$ cat src/rtl/lpsc_pkg.sv
package lpsc_pkg;

  typedef enum logic [2:0] {
    ST_RESET = 3'd0,
    ST_READY = 3'd1,
    ST_M0    = 3'd2,
    ST_M1    = 3'd3,
    ST_M2    = 3'd4,
    ST_M3    = 3'd5
  } lps_state_e;

  typedef enum logic [1:0] {
    CMD_NONE = 2'd0,
    CMD_REQ  = 2'd1,
    CMD_SUSP = 2'd2,
    CMD_RES  = 2'd3
  } cmd_kind_e;

  typedef struct packed {
    cmd_kind_e  kind;
    logic [2:0] code;
  } host_cmd_t;

  // Legality of a host command in a given state.
  function automatic logic cmd_legal(lps_state_e s, host_cmd_t c);
    logic ok;
    ok = 1'b0;
    case (c.kind)
      CMD_REQ:  ok = ((c.code == ST_RESET) && (s != ST_RESET)) ||
                     ((c.code == ST_M0) && (s == ST_READY));
      CMD_SUSP: ok = (s == ST_M0) || (s == ST_M1) || (s == ST_M2);
      CMD_RES:  ok = (s == ST_M3);
      default:  ok = 1'b0;
    endcase
    return ok;
  endfunction

  // Destination of a legal host command.
  function automatic lps_state_e cmd_target(lps_state_e s, host_cmd_t c);
    lps_state_e d;
    d = s;
    case (c.kind)
      CMD_REQ:  d = (c.code == ST_RESET) ? ST_RESET : ST_M0;
      CMD_SUSP: d = ST_M3;
      CMD_RES:  d = ST_M0;
      default:  d = s;
    endcase
    return d;
  endfunction

  // True on the last cycle of a dwell window of 'limit' cycles.
  function automatic logic dwell_last(int unsigned cnt, int unsigned limit);
    return cnt == (limit - 1);
  endfunction

endpackage

$ cat src/rtl/lpsc_cmd_arb.sv
module lpsc_cmd_arb
  import lpsc_pkg::*;
(
  input  logic       req_wr,
  input  logic [2:0] req_state,
  input  logic       host_suspend,
  input  logic       host_resume,
  output host_cmd_t  cmd
);
  always_comb begin
    cmd = '{kind: CMD_NONE, code: 3'd0};
    if (req_wr)
      cmd = '{kind: CMD_REQ, code: req_state};
    else if (host_suspend)
      cmd = '{kind: CMD_SUSP, code: 3'd0};
    else if (host_resume)
      cmd = '{kind: CMD_RES, code: 3'd0};
  end
endmodule

$ cat src/rtl/lpsc_cmd_check.sv
module lpsc_cmd_check
  import lpsc_pkg::*;
(
  input  lps_state_e state,
  input  host_cmd_t  cmd,
  output logic       cmd_ok,
  output logic       cmd_bad,
  output lps_state_e cmd_dest
);
  logic present;
  logic legal;

  assign present  = (cmd.kind != CMD_NONE);
  assign legal    = cmd_legal(state, cmd);
  assign cmd_ok   = present && legal;
  assign cmd_bad  = present && !legal;
  assign cmd_dest = cmd_target(state, cmd);
endmodule

$ cat src/rtl/lpsc_dwell_timer.sv
module lpsc_dwell_timer
  import lpsc_pkg::*;
#(
  parameter int unsigned RDY_DLY = 16,
  parameter int unsigned IDLE_M1 = 1000,
  parameter int unsigned IDLE_M2 = 4000
) (
  input  logic       clk,
  input  logic       rst_n,
  input  lps_state_e state,
  input  logic       phy_active,
  input  logic       restart,
  output logic       rdy_done,
  output logic       idle_m1_hit,
  output logic       idle_m2_hit
);
  localparam int unsigned MAX_A   = (RDY_DLY > IDLE_M1) ? RDY_DLY : IDLE_M1;
  localparam int unsigned MAX_LIM = (MAX_A > IDLE_M2) ? MAX_A : IDLE_M2;
  localparam int unsigned CNT_W   = $clog2(MAX_LIM + 1);
  localparam logic [CNT_W-1:0] CNT_MAX = {CNT_W{1'b1}};

  logic [CNT_W-1:0] cnt;
  logic             watch_act;
  int unsigned      cnt_i;

  assign watch_act = (state == ST_M0) || (state == ST_M1);
  assign cnt_i     = int'(cnt);

  assign rdy_done    = (state == ST_RESET) && dwell_last(cnt_i, RDY_DLY);
  assign idle_m1_hit = (state == ST_M0) && !phy_active && dwell_last(cnt_i, IDLE_M1);
  assign idle_m2_hit = (state == ST_M1) && !phy_active && dwell_last(cnt_i, IDLE_M2);

  always_ff @(posedge clk or negedge rst_n) begin
    if (!rst_n)
      cnt <= '0;
    else if (restart || (watch_act && phy_active))
      cnt <= '0;
    else if (cnt != CNT_MAX)
      cnt <= cnt + 1'b1;
  end
endmodule

$ cat src/rtl/lpsc_state_core.sv
module lpsc_state_core
  import lpsc_pkg::*;
(
  input  logic       clk,
  input  logic       rst_n,
  input  logic       cmd_ok,
  input  logic       cmd_bad,
  input  lps_state_e cmd_dest,
  input  logic       phy_active,
  input  logic       rdy_done,
  input  logic       idle_m1_hit,
  input  logic       idle_m2_hit,
  output lps_state_e state,
  output logic       change,
  output logic       evt_req,
  output logic       err_flag
);
  lps_state_e nxt;

  always_comb begin
    nxt = state;
    if (cmd_ok) begin
      nxt = cmd_dest;
    end else begin
      case (state)
        ST_RESET: if (rdy_done) nxt = ST_READY;
        ST_M0:    if (idle_m1_hit) nxt = ST_M1;
        ST_M1: begin
          if (phy_active)       nxt = ST_M0;
          else if (idle_m2_hit) nxt = ST_M2;
        end
        ST_M2:    if (phy_active) nxt = ST_M0;
        default:  nxt = state;
      endcase
    end
  end

  assign change = (nxt != state);

  always_ff @(posedge clk or negedge rst_n) begin
    if (!rst_n) begin
      state    <= ST_RESET;
      evt_req  <= 1'b0;
      err_flag <= 1'b0;
    end else begin
      state    <= nxt;
      evt_req  <= change;
      err_flag <= err_flag | cmd_bad;
    end
  end
endmodule

$ cat src/rtl/lpsc_top.sv
module lpsc_top
  import lpsc_pkg::*;
#(
  parameter int unsigned RDY_DLY = 16,
  parameter int unsigned IDLE_M1 = 1000,
  parameter int unsigned IDLE_M2 = 4000
) (
  input  logic       clk,
  input  logic       rst_n,
  input  logic       req_wr,
  input  logic [2:0] req_state,
  input  logic       phy_active,
  input  logic       host_suspend,
  input  logic       host_resume,
  output logic [2:0] state_o,
  output logic       host_acc_en,
  output logic       evt_req,
  output logic       err_flag
);
  host_cmd_t  cmd_w;
  logic       cmd_ok_w;
  logic       cmd_bad_w;
  lps_state_e cmd_dest_w;
  lps_state_e state_w;
  logic       change_w;
  logic       rdy_done_w;
  logic       idle_m1_w;
  logic       idle_m2_w;

  lpsc_cmd_arb u_arb (
    .req_wr       (req_wr),
    .req_state    (req_state),
    .host_suspend (host_suspend),
    .host_resume  (host_resume),
    .cmd          (cmd_w)
  );

  lpsc_cmd_check u_chk (
    .state    (state_w),
    .cmd      (cmd_w),
    .cmd_ok   (cmd_ok_w),
    .cmd_bad  (cmd_bad_w),
    .cmd_dest (cmd_dest_w)
  );

  lpsc_dwell_timer #(
    .RDY_DLY (RDY_DLY),
    .IDLE_M1 (IDLE_M1),
    .IDLE_M2 (IDLE_M2)
  ) u_tmr (
    .clk         (clk),
    .rst_n       (rst_n),
    .state       (state_w),
    .phy_active  (phy_active),
    .restart     (change_w),
    .rdy_done    (rdy_done_w),
    .idle_m1_hit (idle_m1_w),
    .idle_m2_hit (idle_m2_w)
  );

  lpsc_state_core u_core (
    .clk         (clk),
    .rst_n       (rst_n),
    .cmd_ok      (cmd_ok_w),
    .cmd_bad     (cmd_bad_w),
    .cmd_dest    (cmd_dest_w),
    .phy_active  (phy_active),
    .rdy_done    (rdy_done_w),
    .idle_m1_hit (idle_m1_w),
    .idle_m2_hit (idle_m2_w),
    .state       (state_w),
    .change      (change_w),
    .evt_req     (evt_req),
    .err_flag    (err_flag)
  );

  assign state_o     = state_w;
  assign host_acc_en = (state_w != ST_RESET);
endmodule

$ cat config.mk
export PLATFORM = sky130hd
export DESIGN_NAME = lpsc_top
export DESIGN_NICKNAME = d
export VERILOG_FILES = /design/src/rtl/lpsc_pkg.sv /design/src/rtl/lpsc_cmd_arb.sv /design/src/rtl/lpsc_cmd_check.sv /design/src/rtl/lpsc_dwell_timer.sv /design/src/rtl/lpsc_state_core.sv /design/src/rtl/lpsc_top.sv
export SDC_FILE = /design/constraint.sdc
export NUM_CORES = 1
export LEC_CHECK = 0
export BUFFER_PORTS_ARGS = -buffer_cell sky130_fd_sc_hd__buf_2
export CAP_MARGIN = 20
export CORE_ASPECT_RATIO = 1.75
export CORE_UTILIZATION = 49
export DETAILED_ROUTE_END_ITERATION = 16
export PLACE_DENSITY = 0.78
export SLEW_MARGIN = 15
export SYNTH_ARGS = -nofsm -noshare
export SYNTH_HDL_FRONTEND = slang
export SYNTH_SLANG_ARGS = --single-unit
$ cat constraint.sdc
create_clock -name clk -period 2.56 [get_ports clk]
set_clock_uncertainty 0.15 [all_clocks]
set_input_delay 0 -clock clk [delete_from_list [all_inputs] [get_ports clk]]
set_output_delay 0 -clock clk [all_outputs]
set_load 0.1 [all_outputs]
; ---- Word level (Yosys, flattened, before mapping)
; Index checks and enable logic that the tools add are counted.
[word_totals]
reg_bits = 17
latchBits = 0
ram_bits = 0
romBits = 0
in_bits = 9
output_inout_bits = 6
memories = 0
[classes]
addsub = 1
n_mul = 0
div_mod_pow = 0
magnitude_cmp = 0
eq_ne = 14
n_shift = 0
mux = 15
n_bitwise = 1
reduce_logical = 21
[ops]
columns = op, n
row1 = 12-bit 2-to-1 mux, 2
row2 = 3-bit 2-to-1 mux, 6
row3 = 5-bit 2-to-1 mux, 3
row4 = 12-bit by 1-bit adder with 12-bit output (second input constant), 1
row5 = 12-bit by 10-bit == test with 1-bit output (second input constant), 1
row6 = 12-bit == test (second input constant), 1
row7 = 12-bit by 4-bit == test with 1-bit output (second input constant), 1
row8 = 12-bit != test (second input constant), 1
row9 = 3-bit case mux with 4 select lines, 1
row10 = 1-bit logical AND, 10
row11 = 3-bit by 2-bit == test with 1-bit output (second input constant), 3
row12 = 3-bit case mux with 3 select lines, 1
row13 = 3-bit == test (second input constant), 2
row14 = 3-bit zero test, 2
row15 = 2-bit == test (second input constant), 2
row16 = 1-bit logical OR, 4
row17 = 2-bit nonzero test, 2
row18 = 3-bit by 1-bit == test with 1-bit output (second input constant), 1
row19 = 3-bit != test, 1
row20 = 1-bit case mux with 3 select lines, 1
row21 = 3-bit nonzero test, 1
row22 = 2-bit by 1-bit == test with 1-bit output (second input constant), 1
row23 = 1-bit zero test, 2
row24 = 2-bit 2-to-1 mux, 1
row25 = 1-bit OR, 1

; ---- Longest topological paths before layout
; Gate-level depths: netlist (run 1).
[logic_depth]
word_depth = 12
mapped_depth = 8

; ---- By module
; From an unflattened synthesis (run 1), not the netlist that was laid out.
[hier_totals]
hier_cells = 150
hier_area_um2 = 1213.7
[by_module_without_submodules]
columns = module, instances, cells_each, area_per_inst_um2, seq_area_each_um2
row1 = lpsc_dwell_timer, 1, 78, 686.9, 300.3
row2 = lpsc_state_core, 1, 43, 365.4, 125.1
row3 = lpsc_cmd_check, 1, 21, 117.6, 0.0
row4 = lpsc_cmd_arb, 1, 7, 37.5, 0.0
row5 = lpsc_top, 1, 1, 6.3, 0.0

; ---- Least setup slack after synthesis (run 1)
; No wires, ideal clock.
[synth_timing]
path_type = register -> register
startpoint = reg u_core.state[0]
endpoint = reg u_tmr.cnt[0]
setup_ns = 0.097
arrival_ns = 2.667
slack_ns = -0.354
stages_incl_launch_ff = 9
path_buffers = 2
path_cell_list = dfrtp_1 -> buf_6 -> or3_4 -> nand4_2 -> nand2_1 -> or2_1 -> a32o_1 -> buf_6 -> nor4_2
[synth_via]
elab_cells_between_ends = 32
cone_classes = eq/ne (6) / mux (10) / reduce/logical (16)
[synth_lines]
columns = element, line
row1 = "start, declared", lpsc_state_core.sv:13  ; output lps_state_e state,
row2 = "start signal, assigned", lpsc_state_core.sv:46  ; state <= nxt;
row3 = 3-bit nonzero test *, -
row4 = via host_acc_en, lpsc_top.sv:16  ; output logic host_acc_en,
row5 = 1-bit logical AND *, lpsc_pkg.sv:29  ; CMD_REQ: ok = ((c.code == ST_RESET) && (s != ST_RESET)) ||
row6 = 1-bit logical OR *, lpsc_pkg.sv:29
row7 = 1-bit case mux with 3 select lines *, lpsc_pkg.sv:28  ; case (c.kind)
row8 = 1-bit logical AND *, lpsc_cmd_check.sv:15  ; assign cmd_ok = present && legal;
row9 = 3-bit 2-to-1 mux *, lpsc_state_core.sv:22  ; if (cmd_ok) begin
row10 = 3-bit != test *, lpsc_state_core.sv:38  ; assign change = (nxt != state);
row11 = 1-bit logical OR *, lpsc_dwell_timer.sv:36  ; else if (restart || (watch_act && phy_active))
row12 = 12-bit 2-to-1 mux / 2-bit nonzero test (equally long branches), -
row13 = "end signal, assigned", lpsc_dwell_timer.sv:39  ; cnt <= cnt + 1'b1;
row14 = "end, declared", lpsc_dwell_timer.sv:22  ; logic [CNT_W-1:0] cnt;
; The timed path passes the listed nets; every way through them passes the cells marked *.
; A chain may end at the register's enable or synchronous reset.

; ---- Worst setup path after layout (run 1)
[layout_timing]
startpoint = reg u_tmr.cnt[0]
endpoint = reg u_tmr.cnt[3]
[layout_via]
elab_chain_len = 9
elab_cells_between_ends = 19
cone_classes = add/sub (1) / eq/ne (5) / mux (8) / reduce/logical (5)
[layout_lines]
columns = element, line
row1 = 12-bit == test, lpsc_pkg.sv:53  ; return cnt == (limit - 1);
row2 = 1-bit logical AND, lpsc_dwell_timer.sv:31  ; assign idle_m2_hit = (state == ST_M1) && !phy_active && dwell_last(cnt_i, IDLE_M2);
row3 = 3-bit 2-to-1 mux, lpsc_state_core.sv:30  ; else if (idle_m2_hit) nxt = ST_M2;
row4 = 3-bit 2-to-1 mux, lpsc_state_core.sv:29  ; if (phy_active) nxt = ST_M0;
row5 = 3-bit case mux with 4 select lines, lpsc_state_core.sv:25  ; case (state)
row6 = 3-bit 2-to-1 mux, lpsc_state_core.sv:22
row7 = 3-bit != test, lpsc_state_core.sv:38
row8 = 1-bit logical OR, lpsc_dwell_timer.sv:36
row9 = 12-bit 2-to-1 mux / 2-bit nonzero test (equally long branches), -
; Parallel ways exist; a longest one is shown, timed or not. The select of a mux whose other input is x is not followed.

==> impl_metrics.xml, run 1 <==
<?xml version="1.0" encoding="UTF-8"?>
<metrics>
  <group name="status">
    <metric name="outcome" unit="">finished clean</metric>
  </group>
  <group name="pwr">
    <metric name="power_frac_seq" unit="%">29.2</metric>
    <metric name="combPwrFrac" unit="%">57.1</metric>
    <metric name="p_sw" unit="uW">785</metric>
    <metric name="power_density" unit="nW/um^2">970</metric>
    <metric name="clk_network_pwr_share" unit="%">13.6</metric>
    <metric name="swShare" unit="%">54.3</metric>
    <metric name="internal-power" unit="uW">660</metric>
    <metric name="total_leakage_power" unit="nW">0.590</metric>
    <metric name="vdd_drop_max" unit="V">0.000419</metric>
  </group>
  <group name="clocking">
    <metric name="clock_sink_count" unit="">17</metric>
    <metric name="clkTransAtPathRegs" unit="ns">0.06</metric>
    <metric name="cts_made_buffers" unit="">3</metric>
    <metric name="post_cts.repair.setup_buffers" unit="">0</metric>
    <metric name="tritoncts" unit="">yes</metric>
    <metric name="clock_tree.htree_level_count" unit="">1</metric>
    <metric name="ctsRootBufferMaster" unit="">sky130_fd_sc_hd__clkbuf_8</metric>
    <metric name="worstSkewPairLatency" unit="ns">0.25</metric>
    <metric name="clock_buffer_depth" unit="">2</metric>
  </group>
  <group name="drt">
    <metric name="drc" unit="">0</metric>
    <metric name="antenna_violating_nets_post_route" unit="">0</metric>
    <metric name="routed_wire_length_per_instance" unit="um">16.2</metric>
    <metric name="first_pass_iters" unit="">4</metric>
    <metric name="drtIter0Drc" unit="">51</metric>
    <metric name="total_number_of_vias" unit="">1203</metric>
    <metric name="avgViaCountPerCell" unit="">6.54</metric>
    <metric name="final_wirelength" unit="um">2980</metric>
  </group>
  <group name="timing">
    <metric name="finalHoldViolCount" unit="">0</metric>
    <metric name="setup_viol_count_final" unit="">0</metric>
    <metric name="final_period_minus_worst_setup_slack" unit="ns">2.38</metric>
    <metric name="worst_slew_pin_slew" unit="ns">0.641</metric>
    <metric name="max_clock_freq" unit="MHz">421</metric>
    <metric name="finalMaxSlewViolations" unit="">0</metric>
    <metric name="max-slew-margin-rel" unit="%">57.2</metric>
    <metric name="post-route-period-util" unit="%">92.9</metric>
    <metric name="setup_tns" unit="ns">0</metric>
  </group>
  <group name="logic_synthesis">
    <metric name="syn_nets" unit="">148</metric>
    <metric name="register_bit_count_reported_by_yosys" unit="">17</metric>
    <metric name="library_cells_used_by_synthesis" unit="">46</metric>
    <metric name="ys_warn_count" unit="">0</metric>
    <metric name="synth-async-reset-ratio" unit="%">100</metric>
    <metric name="area_of_the_mapped_netlist" unit="um^2">1260</metric>
    <metric name="seq_total_area_yosys" unit="%">33.7</metric>
    <metric name="synth_edf_count" unit="">0</metric>
    <metric name="postSynth.topFlopCell" unit="">sky130_fd_sc_hd__dfrtp_1</metric>
    <metric name="syn_avg_cell_area" unit="um^2">9.16</metric>
    <metric name="synthCells" unit="">138</metric>
  </group>
  <group name="floorplan">
    <metric name="floorplan.rows" unit="">24</metric>
    <metric name="io-pin-count" unit="">15</metric>
    <metric name="initial_utilization" unit="%">51.3</metric>
    <metric name="placeableCoreArea" unit="um^2">2460</metric>
    <metric name="die_w" unit="um">40.4</metric>
    <metric name="overall_die_height" unit="um">69.2</metric>
    <metric name="die_area" unit="um^2">2790</metric>
  </group>
  <group name="grt">
    <metric name="vias_in_the_first_global_route" unit="">1149</metric>
    <metric name="grt_start_max_net_pins" unit="">18</metric>
    <metric name="grt_remaining_overflow" unit="">0</metric>
    <metric name="grt_pass1_wl" unit="um">4820</metric>
    <metric name="grt_usage" unit="%">23.8</metric>
    <metric name="antenna_found_initial" unit="">0</metric>
  </group>
  <group name="final_layout">
    <metric name="fin_cells" unit="">184</metric>
    <metric name="drive_gt1_share" unit="%">31.0</metric>
    <metric name="sequential_cell_area" unit="um^2">432</metric>
    <metric name="layout_common_cells" unit="">sky130_fd_sc_hd__buf_2 (14), sky130_fd_sc_hd__dfrtp_1 (14), sky130_fd_sc_hd__nor2_1 (11), sky130_fd_sc_hd__nand2_1 (11), sky130_fd_sc_hd__nor4_2 (11)</metric>
    <metric name="area_growth_syn_to_layout" unit="%">17.8</metric>
    <metric name="antennaDiodeCount" unit="">0</metric>
    <metric name="multi_input_comb_area" unit="um^2">832</metric>
    <metric name="layout.nets" unit="">169</metric>
    <metric name="nFillCells" unit="">220</metric>
  </group>
  <group name="setup_path">
    <metric name="critical_path.startpoint" unit="">u_tmr.cnt[0]</metric>
    <metric name="timing.critical_path.required" unit="ns">2.56</metric>
    <metric name="endpoint_kind" unit="">flip-flop</metric>
    <metric name="critPathLaunchType" unit="">flip-flop</metric>
    <metric name="critPathMaxFanout" unit="">13</metric>
    <metric name="critPathArrivalTime" unit="ns">2.38</metric>
    <metric name="rr_startpoint" unit="">u_tmr.cnt[0]</metric>
    <metric name="worst-setup-path-type" unit="">flip-flop to flip-flop</metric>
  </group>
  <group name="run">
    <metric name="maxCapViolCount" unit="">0</metric>
  </group>
  <group name="placement">
    <metric name="globalplace.congestion" unit="">0.928</metric>
    <metric name="dp.final_hpwl" unit="um">2230</metric>
    <metric name="placed_cells" unit="">176</metric>
    <metric name="number_of_buffers_added_on_ports" unit="">14</metric>
  </group>
  <group name="worst_hold_path">
    <metric name="min-delay-path-class" unit="">input pin to async pin</metric>
  </group>
</metrics>
==> per-layer routing <==
layer | part of all wire (%) | vias up | global-route usage [%] | wire (um)
met5 | 0 | - | 0 | 0
met4 | 4.8 | 0 | 13.3 | 142
met3 | 4.5 | 15 | 5.13 | 133
met2 | 55 | 46 | 39.9 | 1640
met1 | 36 | 578 | 25.0 | 1070
li1 | - | 564 | - | -
==> cells in the mapped netlist (all sizes together), types with 3 or more instances <==
| cell type | count | share of area, % |
|---|---|---|
| a21oi | 5 | 2.0 |
| nand2 | 12 | 3.6 |
| dfrtp | 17 | 34 |
| nor3 | 4 | 1.6 |
| nand3b | 3 | 1.8 |
| nor2 | 11 | 3.3 |
| nand4 | 4 | 3.5 |
| or2 | 3 | 1.5 |
| mux2i | 3 | 2.4 |
| buf | 5 | 3.2 |
| nor2b | 3 | 1.5 |
| o21ai | 10 | 4.0 |
| nor4 | 16 | 13 |
| nand3 | 10 | 4.0 |
==> state kept, by name (all words and copies together) (netlist names) <==
signal           cells
u_core.evt_req       1
u_core.err_flag      1
u_core.state         3
u_tmr.cnt           12
==> layout make-up <==
cell class | instances | area share, %
multi-input cells | 113 | 55.9
flip-flops and latches | 17 | 29.0
repair buffers | 22 | 9.41
clock buffers | 4 | 3.03
well taps | 26 | 2.18
inverters | 2 | 0.504
==> kinds of logic (layout without fill, tap and decap cells) <==
logic type	Yosys count	after routing	synth area share [%]
simple gates	81	81	44.2
compound gates	24	24	11.7
flops	17	17	33.7
buf+inv	8	28	4.06
mux	4	4	3.27
fa+ha+maj	2	2	1.78
xor+xnor	2	2	1.39
==> through the flow <==
step	worst slack, ns	hold WS, ns	utilization, %	total power, mW	area [um^2]
finish	0.183	0.0436	60.5	1.44	1490
global route	-0.000462	0.0783	60.5	1.54	1490
CTS	0.0880	0.0507	59.3	1.43	1460
detailed placement	0.0958	-0.212	55.9	1.22	1380
global placement	0.190	-0.207	55.9	1.20	1380
floorplan	0.00557	-0.446	-	1.14	1290
==> power by group through the flow <==
stage	logic [mW]	registers, mW	clock network [mW]
global route	0.888	0.432	0.217
CTS	0.803	0.418	0.206
floorplan	0.562	0.575	0
finish	0.826	0.422	0.197
global placement	0.783	0.417	0
detailed placement	0.796	0.422	0
==> final timing paths <==
kind / to / slack, ns / depth (start not counted)
hold reg to reg: u_core.err_flag / 0.33 / 1
setup / recovery: u_tmr.cnt[3] / 0.18 / 7
setup reg to reg: u_tmr.cnt[3] / 0.18 / 7
hold / removal: u_tmr.cnt[6] / 0.04 / 2
max in group asynchronous: u_core.state[0] / 1.92 / 2
min in group clk: u_core.state[1] / 0.08 / 5
==> worst max-delay path, cell delays in order (launching register included) <==
cell	delay [ns]
sky130_fd_sc_hd__dfrtp_1	0.42
sky130_fd_sc_hd__ha_2	0.26
sky130_fd_sc_hd__nand4_2	0.15
sky130_fd_sc_hd__nor4_4	0.31
sky130_fd_sc_hd__a21oi_1	0.07
sky130_fd_sc_hd__or2_1	0.27
sky130_fd_sc_hd__a32o_4	0.38
sky130_fd_sc_hd__nor4_2	0.27
==> repair_timing <==
item                                    CTS  global route
endpoints found under the setup margin    0            11
endpoints found under the hold margin    19             0
resized for setup                         0             4
hold buffers                              4             0
Note: power is estimated with default switching activity, not from simulation.
==> run 2, diff against run 1 <==
- CORE_MARGIN: unset -> 1
- GPL_TIMING_DRIVEN: unset -> 0
==> run 2 against run 1 <==
  * Utilization is 1.2 points higher
  * Sequential power is 9.5% lower
  * Cell area is 1.9% higher
  * Largest power group unchanged
  * Highest routed layer unchanged
==> impl_metrics.xml, run 2 (same netlist as run 1, synthesis figures left out) <==
<?xml version="1.0" encoding="UTF-8"?>
<metrics>
  <group name="final_layout">
    <metric name="nFillCells" unit="">214</metric>
    <metric name="layout_common_cells" unit="">sky130_fd_sc_hd__buf_2 (15), sky130_fd_sc_hd__dfrtp_1 (13), sky130_fd_sc_hd__nor2_1 (11), sky130_fd_sc_hd__nand2_1 (11), sky130_fd_sc_hd__nor4_2 (10)</metric>
    <metric name="layout.nets" unit="">171</metric>
    <metric name="registers.top_by_ff_count" unit="">u_tmr.cnt</metric>
    <metric name="drive_gt1_share" unit="%">31.9</metric>
    <metric name="largest_reg_flops" unit="">12</metric>
    <metric name="antennaDiodeCount" unit="">0</metric>
    <metric name="fin_cells" unit="">186</metric>
    <metric name="top_regs" unit="">u_tmr.cnt x12, u_core.state x3</metric>
    <metric name="layout_commonest_cell" unit="">sky130_fd_sc_hd__buf_2</metric>
    <metric name="area_growth_syn_to_layout" unit="%">20.1</metric>
    <metric name="fin_area" unit="um^2">1520</metric>
  </group>
  <group name="grt">
    <metric name="vias_in_the_first_global_route" unit="">1131</metric>
    <metric name="antenna_found_initial" unit="">0</metric>
    <metric name="global_routing_met1_resource_utilization" unit="%">30.0</metric>
    <metric name="met2_usage" unit="%">39.2</metric>
    <metric name="global_route.usage.met3" unit="%">4.17</metric>
    <metric name="grt_usage" unit="%">25.0</metric>
    <metric name="grt_start_max_net_pins" unit="">18</metric>
    <metric name="busiest_layer_in_global_routing" unit="">met2</metric>
    <metric name="grt_pass1_wl" unit="um">4990</metric>
    <metric name="grt_remaining_overflow" unit="">0</metric>
  </group>
  <group name="floorplan">
    <metric name="die_w" unit="um">40.4</metric>
    <metric name="die_area" unit="um^2">2790</metric>
    <metric name="io-pin-count" unit="">15</metric>
    <metric name="placeableCoreArea" unit="um^2">2460</metric>
    <metric name="overall_die_height" unit="um">69.2</metric>
    <metric name="initial_utilization" unit="%">51.3</metric>
    <metric name="floorplan.rows" unit="">24</metric>
  </group>
  <group name="placement">
    <metric name="placed_cells" unit="">178</metric>
    <metric name="dp.final_hpwl" unit="um">2210</metric>
    <metric name="globalplace.congestion" unit="">0.894</metric>
    <metric name="placement.cell_area" unit="um^2">1400</metric>
    <metric name="number_of_buffers_added_on_ports" unit="">14</metric>
  </group>
  <group name="clocking">
    <metric name="post_cts.repair.setup_buffers" unit="">0</metric>
    <metric name="clkTransAtPathRegs" unit="ns">0.07</metric>
    <metric name="tritoncts" unit="">yes</metric>
    <metric name="clock_sink_count" unit="">17</metric>
    <metric name="worstSkewPairLatency" unit="ns">0.26</metric>
    <metric name="ctsRootBufferMaster" unit="">sky130_fd_sc_hd__clkbuf_8</metric>
    <metric name="clock_buffer_depth" unit="">2</metric>
    <metric name="clock_tree.htree_level_count" unit="">1</metric>
    <metric name="cts_made_buffers" unit="">3</metric>
  </group>
  <group name="timing">
    <metric name="setup_repair_after_global_routing_missed_its_margin" unit="">false</metric>
    <metric name="max_clock_freq" unit="MHz">414</metric>
    <metric name="max-slew-margin-rel" unit="%">54.5</metric>
    <metric name="final_period_minus_worst_setup_slack" unit="ns">2.41</metric>
    <metric name="worst_slew_pin_slew" unit="ns">0.683</metric>
    <metric name="setup_viol_count_final" unit="">0</metric>
    <metric name="post-route-period-util" unit="%">94.3</metric>
    <metric name="finalMaxSlewViolations" unit="">0</metric>
    <metric name="setup_tns" unit="ns">0</metric>
    <metric name="finalHoldViolCount" unit="">0</metric>
  </group>
  <group name="pwr">
    <metric name="vdd_drop_max" unit="V">0.000519</metric>
    <metric name="power_density" unit="nW/um^2">1010</metric>
    <metric name="fin_total_pwr" unit="mW">1.53</metric>
    <metric name="total_leakage_power" unit="nW">0.605</metric>
  </group>
  <group name="setup_path">
    <metric name="critPathMaxFanout" unit="">10</metric>
    <metric name="reg2reg_setup_slack" unit="ns">0.15</metric>
    <metric name="critPathLaunchType" unit="">flip-flop</metric>
    <metric name="category_of_cells_accounting_for_the_largest_share_of_critical_path_delay" unit="">simple AND/OR/NAND/NOR gates</metric>
    <metric name="timing.critical_path.cells" unit="">ha_4, nand4_4, nor4_4, a21oi_1, or2_1, a32o_2, buf_6, nor4_2</metric>
    <metric name="worstReg2RegEnd" unit="">u_tmr.cnt[10]</metric>
    <metric name="worst-setup-path-type" unit="">flip-flop to flip-flop</metric>
    <metric name="crit_slowest_cell" unit="">sky130_fd_sc_hd__dfrtp_1</metric>
    <metric name="rr_startpoint" unit="">u_tmr.cnt[1]</metric>
    <metric name="crit_path_max_cell_delay" unit="ns">0.42</metric>
    <metric name="timing.critical_path.required" unit="ns">2.57</metric>
    <metric name="endpoint_kind" unit="">flip-flop</metric>
    <metric name="critPathArrivalTime" unit="ns">2.42</metric>
    <metric name="worstPathBufferInverterCount" unit="">1</metric>
    <metric name="worst-r2r-cell-count" unit="">8</metric>
  </group>
  <group name="drt">
    <metric name="antenna_violating_nets_post_route" unit="">0</metric>
    <metric name="drtIter0Drc" unit="">38</metric>
    <metric name="drc" unit="">0</metric>
    <metric name="total_number_of_vias" unit="">1243</metric>
    <metric name="avgViaCountPerCell" unit="">6.68</metric>
    <metric name="final_wirelength" unit="um">3110</metric>
    <metric name="first_pass_iters" unit="">4</metric>
    <metric name="routed_wire_length_per_instance" unit="um">16.7</metric>
  </group>
  <group name="status">
    <metric name="outcome" unit="">finished clean</metric>
  </group>
  <group name="run">
    <metric name="maxCapViolCount" unit="">0</metric>
  </group>
  <group name="worst_hold_path">
    <metric name="min-delay-path-class" unit="">input pin to async pin</metric>
  </group>
</metrics>
-- run 2: metal layers --
metal,vias up,part of all wire [%]
met5,-,0
met3,12,3.7
met1,612,39
met2,45,53
met4,0,3.8
li1,574,-
-- run 2: how the worst max path moves through the flow --
stage | startpoint | endpoint | slack, ns | depth (start not counted)
after floorplan | u_core.state[0] | u_tmr.cnt[0] | 0.006 | 8
after global placement | u_tmr.cnt[0] | u_tmr.cnt[0] | 0.09 | 8
after detailed placement | u_tmr.cnt[0] | u_tmr.cnt[10] | 0.008 | 8
after CTS | u_tmr.cnt[0] | u_tmr.cnt[10] | 0.04 | 8
after global routing | u_tmr.cnt[1] | u_tmr.cnt[0] | 0.02 | 8
final | u_tmr.cnt[1] | u_tmr.cnt[10] | 0.15 | 8
-- run 2: where the power goes --
group          total [mW]  internal, mW  switching, mW  leakage [nW]
Sequential          0.382         0.324         0.0576         0.219
Combinational       0.944         0.278          0.666         0.363
Clock               0.204         0.111         0.0931        0.0228
Total                1.53         0.712          0.817         0.605
-- run 2: repair_timing --
action                                  CTS  global route
endpoints found under the hold margin    19             0
hold buffers                              4             0
endpoints found under the setup margin    1            11
gates resized for setup                   1             6
-- run 2: final cells by class --
type / instances / area [um^2] / share of cell area [%]
inverter: 2 / 7.51 / 0.495
clock buffer: 4 / 45.0 / 2.97
sequential: 17 / 433 / 28.5
buffer: 6 / 50.0 / 3.30
tap: 26 / 32.5 / 2.14
timing repair buffer: 18 / 110 / 7.25
multi-input combinational: 113 / 840 / 55.3
-- run 2: metrics by stage --
stage                     worst slack [ns]  hold WS, ns  util [%]
after CTS                           0.0407       0.0269      60.5
after global placement              0.0855       -0.211      56.7
after global routing                0.0169       0.0715      61.6
after floorplan                    0.00557       -0.446         -
after detailed placement           0.00756       -0.209      56.7
final                                0.147       0.0379      61.6
